<file path="src/rtl/spim_pkg.sv">
package spim_pkg;

    typedef enum logic [1:0] {
        ST_IDLE,
        ST_SHIFT,
        ST_TAIL,
        ST_GAP
    } spim_state_e;

endpackage

</file>
<file path="src/rtl/spim_baud.sv">
module spim_baud #(
    parameter int DIV_W = 8
) (
    input  logic             clk,
    input  logic             rst_n,
    input  logic             run,
    input  logic [DIV_W-1:0] hp,
    output logic             tick
);

    logic [DIV_W-1:0] cnt_d, cnt_q;

    always_comb begin
        tick  = run && (cnt_q >= hp - 1'b1);
        cnt_d = cnt_q + 1'b1;
        if (!run || tick) begin
            cnt_d = '0;
        end
    end

    always_ff @(posedge clk or negedge rst_n) begin
        if (!rst_n) begin
            cnt_q <= '0;
        end else begin
            cnt_q <= cnt_d;
        end
    end


    half_tick_spacing_chk: assert property (@(posedge clk) disable iff (!rst_n)
        (run && hp > 1 && tick) |=> !tick);

endmodule

</file>
<file path="src/rtl/spim_rx.sv">
module spim_rx #(
    parameter int DW = 16
) (
    input  logic          clk,
    input  logic          rst_n,
    input  logic          clr,
    input  logic          cap,
    input  logic          last,
    input  logic          miso,
    output logic [DW-1:0] rx_data,
    output logic          rx_valid
);

    typedef struct packed {
        logic [DW-1:0] sh;
        logic [DW-1:0] data;
        logic          valid;
    } rx_t;

    rx_t           r_d, r_q;
    logic [DW-1:0] shifted;

    always_comb begin
        r_d       = r_q;
        r_d.valid = 1'b0;
        shifted   = {r_q.sh[DW-2:0], miso};
        if (cap) begin
            r_d.sh = shifted;
        end
        if (last) begin
            r_d.data  = shifted;
            r_d.valid = 1'b1;
        end
        if (clr) begin
            r_d.sh = '0;
        end
    end

    always_ff @(posedge clk or negedge rst_n) begin
        if (!rst_n) begin
            r_q <= '0;
        end else begin
            r_q <= r_d;
        end
    end

    assign rx_data  = r_q.data;
    assign rx_valid = r_q.valid;


    rx_single_pulse_chk: assert property (@(posedge clk) disable iff (!rst_n)
        r_q.valid |=> !r_q.valid);


    rx_after_capture_chk: assert property (@(posedge clk) disable iff (!rst_n)
        r_q.valid |-> $past(cap));

endmodule

</file>
<file path="src/rtl/spim_seq.sv">
module spim_seq
    import spim_pkg::*;
#(
    parameter int DW      = 16,
    parameter int MIN_LEN = 4,
    parameter int DIV_W   = 8
) (
    input  logic                     clk,
    input  logic                     rst_n,
    input  logic                     en,
    input  logic                     cpol,
    input  logic                     cpha,
    input  logic [$clog2(DW+1)-1:0]  frame_len,
    input  logic [DIV_W-1:0]         half_div,
    input  logic [DW-1:0]            tx_data,
    input  logic                     tx_valid,
    output logic                     tx_ready,
    input  logic                     tick,
    output logic                     run,
    output logic [DIV_W-1:0]         hp,
    output logic                     cap,
    output logic                     last_cap,
    output logic                     word_take,
    output logic                     sclk,
    output logic                     ss_n,
    output logic                     mosi,
    output logic                     busy
);

    localparam int LEN_W = $clog2(DW+1);
    localparam int EW    = $clog2(2*DW+1);

    typedef struct packed {
        spim_state_e     st;
        logic            sclk;
        logic            ss_n;
        logic            mosi;
        logic            cpha;
        logic [DW-1:0]   tx_sh;
        logic [EW-1:0]   edg;
        logic            wait_n;
        logic [LEN_W-1:0] len;
        logic [DIV_W-1:0] hp;
    } seq_t;

    seq_t             r_d, r_q;
    logic [LEN_W-1:0] len_in;
    logic [DIV_W-1:0] hp_in;
    logic [EW-1:0]    e_nx, two_len;
    logic             in_shift, lead, last_e, chg, cont, rdy, take;
    logic [DW-1:0]    al;

    function automatic logic [DW-1:0] align_f(logic [DW-1:0] d, logic [LEN_W-1:0] l);
        return d << (LEN_W'(DW) - l);
    endfunction

    always_comb begin
        r_d = r_q;

        if (frame_len < LEN_W'(MIN_LEN)) begin
            len_in = LEN_W'(MIN_LEN);
        end else if (frame_len > LEN_W'(DW)) begin
            len_in = LEN_W'(DW);
        end else begin
            len_in = frame_len;
        end
        hp_in = (half_div == '0) ? DIV_W'(1) : half_div;

        two_len  = EW'({r_q.len, 1'b0});
        e_nx     = r_q.edg + 1'b1;
        in_shift = (r_q.st == ST_SHIFT) && tick;
        lead     = e_nx[0];
        last_e   = (e_nx == two_len);
        cap      = in_shift && (r_q.cpha ? !lead : lead);
        last_cap = cap && (r_q.cpha ? last_e : (e_nx == two_len - 1'b1));
        chg      = in_shift && (r_q.cpha ? lead : (!lead && !last_e));
        cont     = in_shift && r_q.cpha && last_e && en;
        rdy      = ((r_q.st == ST_IDLE) && en) || cont;
        take     = rdy && tx_valid;
        al       = align_f(tx_data, (r_q.st == ST_IDLE) ? len_in : r_q.len);

        unique case (r_q.st)
            ST_IDLE: begin
                r_d.sclk = cpol;
                r_d.ss_n = 1'b1;
                r_d.mosi = 1'b0;
                if (take) begin
                    r_d.st    = ST_SHIFT;
                    r_d.ss_n  = 1'b0;
                    r_d.cpha  = cpha;
                    r_d.len   = len_in;
                    r_d.hp    = hp_in;
                    r_d.edg   = '0;
                    r_d.tx_sh = cpha ? al : (al << 1);
                    r_d.mosi  = cpha ? 1'b0 : al[DW-1];
                end
            end
            ST_SHIFT: begin
                if (tick) begin
                    r_d.sclk = ~r_q.sclk;
                    r_d.edg  = e_nx;
                    if (chg) begin
                        r_d.mosi  = r_q.tx_sh[DW-1];
                        r_d.tx_sh = r_q.tx_sh << 1;
                    end
                    if (last_e) begin
                        if (take) begin
                            r_d.edg   = '0;
                            r_d.tx_sh = al;
                        end else begin
                            r_d.st     = ST_TAIL;
                            r_d.wait_n = r_q.cpha;
                        end
                    end
                end
            end
            ST_TAIL: begin
                if (tick) begin
                    if (!r_q.wait_n) begin
                        r_d.ss_n   = 1'b1;
                        r_d.mosi   = 1'b0;
                        r_d.st     = ST_GAP;
                        r_d.wait_n = 1'b1;
                    end else begin
                        r_d.wait_n = 1'b0;
                    end
                end
            end
            ST_GAP: begin
                if (tick) begin
                    if (!r_q.wait_n) begin
                        r_d.st = ST_IDLE;
                    end else begin
                        r_d.wait_n = 1'b0;
                    end
                end
            end
            default: r_d.st = ST_IDLE;
        endcase
    end

    always_ff @(posedge clk or negedge rst_n) begin
        if (!rst_n) begin
            r_q      <= '0;
            r_q.st   <= ST_IDLE;
            r_q.ss_n <= 1'b1;
            r_q.len  <= LEN_W'(MIN_LEN);
            r_q.hp   <= DIV_W'(1);
        end else begin
            r_q <= r_d;
        end
    end

    assign tx_ready  = rdy;
    assign word_take = take;
    assign run       = (r_q.st != ST_IDLE);
    assign hp        = r_q.hp;
    assign sclk      = r_q.sclk;
    assign ss_n      = r_q.ss_n;
    assign mosi      = r_q.mosi;
    assign busy      = (r_q.st != ST_IDLE);


    idle_lines_chk: assert property (@(posedge clk) disable iff (!rst_n)
        (r_q.st == ST_IDLE) |-> (r_q.ss_n && !r_q.mosi));


    start_select_chk: assert property (@(posedge clk) disable iff (!rst_n)
        (tx_valid && tx_ready) |=> (!r_q.ss_n && busy));


    first_edge_delay_chk: assert property (@(posedge clk) disable iff (!rst_n)
        $fell(r_q.ss_n) |-> $stable(r_q.sclk));


    continuous_hold_chk: assert property (@(posedge clk) disable iff (!rst_n)
        (r_q.cpha && last_cap && tx_valid && tx_ready) |=> !r_q.ss_n);


    busy_cover_chk: assert property (@(posedge clk) disable iff (!rst_n)
        !r_q.ss_n |-> busy);

endmodule

</file>
<file path="src/rtl/spim_master.sv">
module spim_master #(
    parameter int DW      = 16,
    parameter int MIN_LEN = 4,
    parameter int DIV_W   = 8
) (
    input  logic                    clk,
    input  logic                    rst_n,
    input  logic                    en,
    input  logic                    cpol,
    input  logic                    cpha,
    input  logic [$clog2(DW+1)-1:0] frame_len,
    input  logic [DIV_W-1:0]        half_div,
    input  logic [DW-1:0]           tx_data,
    input  logic                    tx_valid,
    output logic                    tx_ready,
    output logic [DW-1:0]           rx_data,
    output logic                    rx_valid,
    input  logic                    miso,
    output logic                    sclk,
    output logic                    ss_n,
    output logic                    mosi,
    output logic                    busy
);

    logic             tick, run, cap, last_cap, word_take;
    logic [DIV_W-1:0] hp;

    spim_baud #(.DIV_W(DIV_W)) u_baud (
        .clk   (clk),
        .rst_n (rst_n),
        .run   (run),
        .hp    (hp),
        .tick  (tick)
    );

    spim_seq #(.DW(DW), .MIN_LEN(MIN_LEN), .DIV_W(DIV_W)) u_seq (
        .clk       (clk),
        .rst_n     (rst_n),
        .en        (en),
        .cpol      (cpol),
        .cpha      (cpha),
        .frame_len (frame_len),
        .half_div  (half_div),
        .tx_data   (tx_data),
        .tx_valid  (tx_valid),
        .tx_ready  (tx_ready),
        .tick      (tick),
        .run       (run),
        .hp        (hp),
        .cap       (cap),
        .last_cap  (last_cap),
        .word_take (word_take),
        .sclk      (sclk),
        .ss_n      (ss_n),
        .mosi      (mosi),
        .busy      (busy)
    );

    spim_rx #(.DW(DW)) u_rx (
        .clk      (clk),
        .rst_n    (rst_n),
        .clr      (word_take),
        .cap      (cap),
        .last     (last_cap),
        .miso     (miso),
        .rx_data  (rx_data),
        .rx_valid (rx_valid)
    );

endmodule

</file>
<file path="config.mk">
export PLATFORM = sky130hd
export DESIGN_NAME = spim_master
export DESIGN_NICKNAME = d
export VERILOG_FILES = /design/src/rtl/spim_pkg.sv /design/src/rtl/spim_baud.sv /design/src/rtl/spim_rx.sv /design/src/rtl/spim_seq.sv /design/src/rtl/spim_master.sv
export SDC_FILE = /design/constraint.sdc
export NUM_CORES = 1
export LEC_CHECK = 0
export BUFFER_PORTS_ARGS = -buffer_cell sky130_fd_sc_hd__buf_2
export CORE_ASPECT_RATIO = 1.75
export CORE_MARGIN = 1.5
export CORE_UTILIZATION = 40
export CTS_BUF_LIST = sky130_fd_sc_hd__clkbuf_4
export CTS_CLUSTER_DIAMETER = 150
export DETAILED_ROUTE_END_ITERATION = 16
export PLACE_DENSITY = 0.68
export SLEW_MARGIN = 10
export SYNTH_ARGS = -nofsm -noshare
export SYNTH_HDL_FRONTEND = slang
export SYNTH_SLANG_ARGS = --single-unit
</file>
<file path="constraint.sdc">
create_clock -name clk -period 7.25 [get_ports clk]
set_clock_uncertainty 0.1 [all_clocks]
set_input_delay 0 -clock clk [delete_from_list [all_inputs] [get_ports clk]]
set_output_delay 0 -clock clk [all_outputs]
set_load 0.01 [all_outputs]
</file>
# [Yosys cells after proc, flatten, opt, wreduce, memory -nomap -nowiden]
# Index checks and enable logic that the tools add are counted.
[op_classes] mux=40 eq_ne=14 shift=1 add_sub_neg=5 magnitude_cmp=3 bitwise=1 reduce_logical=31
[op_table] operator="$mux W23" count=2
[op_table] operator="$pmux W22 S2" count=1
[op_table] operator="$mux W16" count=2
[op_table] operator="$mux W15" count=2
[op_table] operator="$mux W25" count=1
[op_table] operator="$mux W22" count=1
[op_table] operator="$mux W2" count=9
[op_table] operator="$mux W8" count=2
[op_table] operator="$shl A16 B5 Y16" count=1
[op_table] operator="$mux W5" count=3
[op_table] operator="$eq A6 B6 Y1" count=2
[op_table] operator="$ne A2 B1 Y1 const B" count=6
[op_table] operator="$logic_and A1 B1 Y1" count=11
[op_table] operator="$mux W1" count=11
[op_table] operator="$add A8 B1 Y8 const B" count=1
[op_table] operator="$ge A8 B8 Y1" count=1
[op_table] operator="$logic_not A8 Y1" count=1
[op_table] operator="$pmux W2 S4" count=1
[op_table] operator="$reduce_and A8 Y1" count=1
[op_table] operator="$reduce_bool A2 Y1" count=4
[op_table] operator="$sub A8 B1 Y8 const B" count=1
[op_table] operator="$add A6 B1 Y6 const B" count=1
[op_table] operator="$ne A2 B2 Y1 const B" count=3
[op_table] operator="$pmux W1 S3" count=2
[op_table] operator="17 further kinds" count=25
[totals] reg_bits=82 input_bits=36 out_inout_bits=22 wordCells=109

# [Longest topological paths before layout]
[logic_depth] word_depth=13 depth_mapped=17 ltp_nobuf=14

# [By module]
# A second synthesis with hierarchy kept.
[hier_totals] hier_cells=653 hier_area_um2=6217.2
[by_module_without_submodules] mod="spim_seq" seq_area_each_um2=1054.8 area_per_inst_um2=4141.5 n_inst=1 cells_each=485
[by_module_without_submodules] mod="spim_rx" seq_area_each_um2=800.8 area_per_inst_um2=1402.6 n_inst=1 cells_each=99
[by_module_without_submodules] mod="spim_baud" seq_area_each_um2=200.2 area_per_inst_um2=673.1 n_inst=1 cells_each=69

# [Worst setup path after synthesis]
# Ideal clock, no wire load.
[synth_path] kind="flip-flop to flip-flop" from="reg u_seq.r_q[40] in the netlist's numbering" to="reg u_seq.r_q (netlist bit u_seq.mosi)" arrival_time_ns=3.277 slack_ns=3.808 path_buffers=2 setup_time_ns=0.065 period_less_slack_ns=3.442 required_ns=7.085 path_stages_with_launch=17 cell_sequence="dfrtp_1 > inv_1 > ha_1 > inv_1 > o31ai_4 > inv_2 > ha_1 > buf_2 > buf_2 > nand2_1 > a32oi_1 > o41ai_1 > a211o_1 > mux2i_1 > a22oi_1 > nor4b_1 > o22a_1"
[synth_via] elab_chain_cells=10 elab_cells_between_ends=25 cone_classes="1 x add/sub; 6 x eq/ne; 1 x shift; 4 x mux; 13 x reduce/logical"
[synth_rtl] item="from (decl)" line="spim_seq.sv:46" text="seq_t r_d, r_q;"
[synth_rtl] item="from (signal assigned)" line="spim_seq.sv:150" text="r_q <= r_d;"
[synth_rtl] item="branches (longest 10 deep; another with $sub A5 B5 Y5)"
# Several ways; the timed one is not identified. The select of a mux whose other input is x is not followed.
# A chain may end at the register's enable or synchronous reset.

# [Worst setup path in the final report]
[layout_path] from="reg u_seq.r_q[40] in the netlist's numbering" to="reg u_seq.r_q[32] in the netlist's numbering"
[layout_via] elab_chain_cells=12 elab_cells_between_ends=26 cone_classes="1 x add/sub; 3 x eq/ne; 1 x shift; 8 x mux; 13 x reduce/logical"
[layout_rtl] item="branches (longest 12 deep; another with $sub A5 B5 Y5)"
# Several ways; the timed one is not identified. The select of a mux whose other input is x is not followed.

==> results.yml <==
layout:
  fin_nets: 749
  final_common_cell: "dfrtp_1"
  fillCellCount: 1439
  postLayoutCellArea_um2: 6650
  final_cell_mix: "79 x dfrtp_1, 77 x nand2_1, 56 x buf_2"
  seq_area_um2: 2060
  syn2layout_area_growth_pct: 9.52
  layout-drive-gt1-share_pct: 19.0
  finalNonFillerCells: 885
  multiInputGateArea_um2: 3650
yosys:
  synth_nets: 711
  syn_avg_cell_area_um2: 9.23
  syn_area_um2: 6070
  yosysWarnings: 0
  synth_edf_count: 0
  yosysUniqueCellTypes: 81
  ys_seq_area_share_pct: 33.9
  synthFlopType: "dfrtp_1"
  ys_seq_elements: 82
  synthArstFlopShare_pct: 100
  netlist_instances: 658
status:
  status: "completed"
clock_tree:
  clk_latency_ns: 0.45
  clkTransAtPathRegs_ns: 0.14
  post_cts_buffers: 0
  cts_hold_buf: 19
  cts_max_path_buffers: 2
  cts-root-buf: "clkbuf_4"
  clock_sinks: 82
  cts_tree: "done"
  h-tree-depth: 3
  cts_resized: 0
  cts_made_buffers: 9
critical_path:
  start_kind: "flop"
  endpoint_kind: "flop"
  critical_path_required_ns: 7.50
  crit_arrival_ns: 5.24
  criticalPathCategory: "reg2reg"
  critPathMaxFanout: 22
placed_design:
  port_buffers: 57
  place_worst_setup_slack_ns: 2.45
  dpl-instance-area_um2: 6310
  hpwl_um: 13300
  gp_congestion: 0.955
  dp.cells: 849
die:
  io_pins: 58
  fp-row-count: 59
  start_util_pct: 40.9
  die_w_um: 96.1
  die_h_um: 166
  dieArea_um2: 16000
  design.core.area_um2: 14800
pwr:
  ir_drop_mv: 0.0580
  power_switching_mw: 0.223
  p_seq_share_pct: 56.5
  pwr-share-clk_pct: 33.6
  powerDensity_nw_per_um2: 124
  power_frac_comb_pct: 9.9
  p_int_mw: 0.601
  swShare_pct: 27.0
  p_leak_nw: 2.89
route:
  vias: 5329
  route.detailed.drc: 0
  drt_iter0_drc: 349
  drt_first_pass_iters: 5
  wirelength_um: 17300
  viasPerCell: 6.02
  ant_nets: 0
  wl_per_cell_um: 19.6
sta:
  rsz0062_at_grt: "false"
  setup_viol: 0
  clock.fmax_ghz: 0.200
  drv_slew: 0
  fin_tns_setup_ns: 0
  finalCritPeriodShare_pct: 68.8
  fin_crit_ns: 4.99
  layout_setup_ws_ns: 2.26
  worstMarginPinSlew_ns: 1.08
  final_hold_viol_count: 0
  max_slew_margin_pct: 28.0
global_route:
  grt_pass1_wl_um: 28400
  grt_pass1_vias: 5442
  grt_remaining_overflow: 0
  grt_antenna_before_repair: 1
  grt_max_degree: 83
  grt_util_all_layers_pct: 22.9
flow_run:
  drv_cap: 0
hold_path:
  hold_class: "in2reg"
==> metal layers <==
metal / vias up / wire, µm / global-route usage [%]
li1: 2483 / - / -
met1: 2606 / 6200 / 24.1
met2: 181 / 9560 / 41.5
met3: 59 / 622 / 3.02
met4: 0 / 913 / 13.4
met5: - / 0 / 0
==> worst paths after layout <==
path	from	end	slack [ns]	cells after the start
setup / recovery	u_seq.r_q[40]	u_seq.r_q[32]	2.26	14
hold / removal	frame_len[0]	u_seq.r_q[8]	0.04	3
setup reg to reg	u_seq.r_q[40]	u_seq.r_q[32]	2.26	14
hold reg to reg	u_rx.rx_data[10]	u_rx.rx_data[10]	0.40	1
max in group asynchronous	rst_n	u_rx.rx_data[4]	6.17	2
min in group asynchronous	rst_n	u_seq.hp[1]	0.13	2
==> worst max-delay path, cell delays in order, from the launching register on <==
cell       delay, ns
dfrtp_1         0.43
inv_1           0.12
ha_1            0.18
inv_1           0.28
o31ai_4         0.52
inv_2           0.12
ha_1            0.77
inv_1           0.32
a2111oi_0       0.88
a211oi_1        0.14
nand4_1         0.17
nand2_1         0.10
a21oi_1         0.29
a211oi_1        0.10
o32a_1          0.36
==> final cells by class <==
type | count | area share, %
Antenna cell | 1 | 0.0376
Clock inverter | 7 | 1.15
Sequential cell | 82 | 30.9
Timing Repair Buffer | 79 | 7.53
Tap cell | 183 | 3.44
Clock buffer | 9 | 1.02
Multi-Input combinational cell | 506 | 54.9
Inverter | 18 | 1.02
==> kinds of logic after synthesis <==
kind of cell,after synthesis,share of synthesized area [%]
xor gates and xnor gates,31,4.60
DFF,82,33.9
AOI/OAI and AO/OA,177,22.0
adders and majority gates,17,3.50
muxes,71,13.3
and+or+nand+nor,210,16.7
buffers and inverters,70,6.12
==> flip-flops by register name, summed over array words and instances (netlist names) <==
signal / count
u_seq.r_q: 31
u_rx.rx_valid: 1
u_seq.sclk: 1
u_baud.cnt_q: 8
u_seq.ss_n: 1
u_rx.r_q: 15
u_rx.rx_data: 16
u_seq.hp: 8
u_seq.mosi: 1
==> power by group through the flow <==
stage	registers (mW)	clock network (mW)	logic (mW)
6_report	0.465	0.277	0.0815
5_1_grt	0.466	0.306	0.0884
4_1_cts	0.465	0.284	0.0810
2_1_floorplan	0.473	0	0.0351
3_5_place_dp	0.474	0	0.0726
3_3_place_gp	0.473	0	0.0719
==> per-stage QoR <==
stage | hold WS [ns] | util, % | power (mW)
after global routing | 0.0409 | 44.8 | 0.860
after CTS | 0.0162 | 44.8 | 0.830
after detailed placement | 0.144 | 42.5 | 0.546
after floorplan | -0.396 | - | 0.508
final | 0.0367 | 44.8 | 0.824
after global placement | 0.134 | 42.5 | 0.545
==> synth_stat cells, drive strengths merged (3+ instances only) <==
master,count,share of area (%)
a2111oi,5,0.82
a211o,4,0.58
a211oi,14,1.7
a21o,3,0.37
a21oi,49,4.3
a221o,3,0.49
a22o,4,0.58
a22oi,8,1.1
a31oi,7,0.97
a32oi,3,0.43
and2,7,0.72
and3,9,0.93
buf,34,3.9
clkbuf,18,1.1
dfrtp,79,33
dfstp,3,1.3
ha,17,3.5
inv,18,1.1
mux2,39,7.3
mux2i,29,4.8
mux4,3,1.1
nand2,77,4.8
nand2b,12,1.2
nand3,20,1.6
nand4,6,0.62
nor2,42,2.8
nor2b,7,0.72
nor3,14,1.2
nor4,7,0.97
o211ai,6,0.74
o21ai,25,2.1
o221ai,6,0.87
o22a,3,0.43
o22ai,3,0.31
o32a,4,0.66
xnor2,13,2.0
xor2,18,2.6
Note: power is estimated with default switching activity, not from simulation.
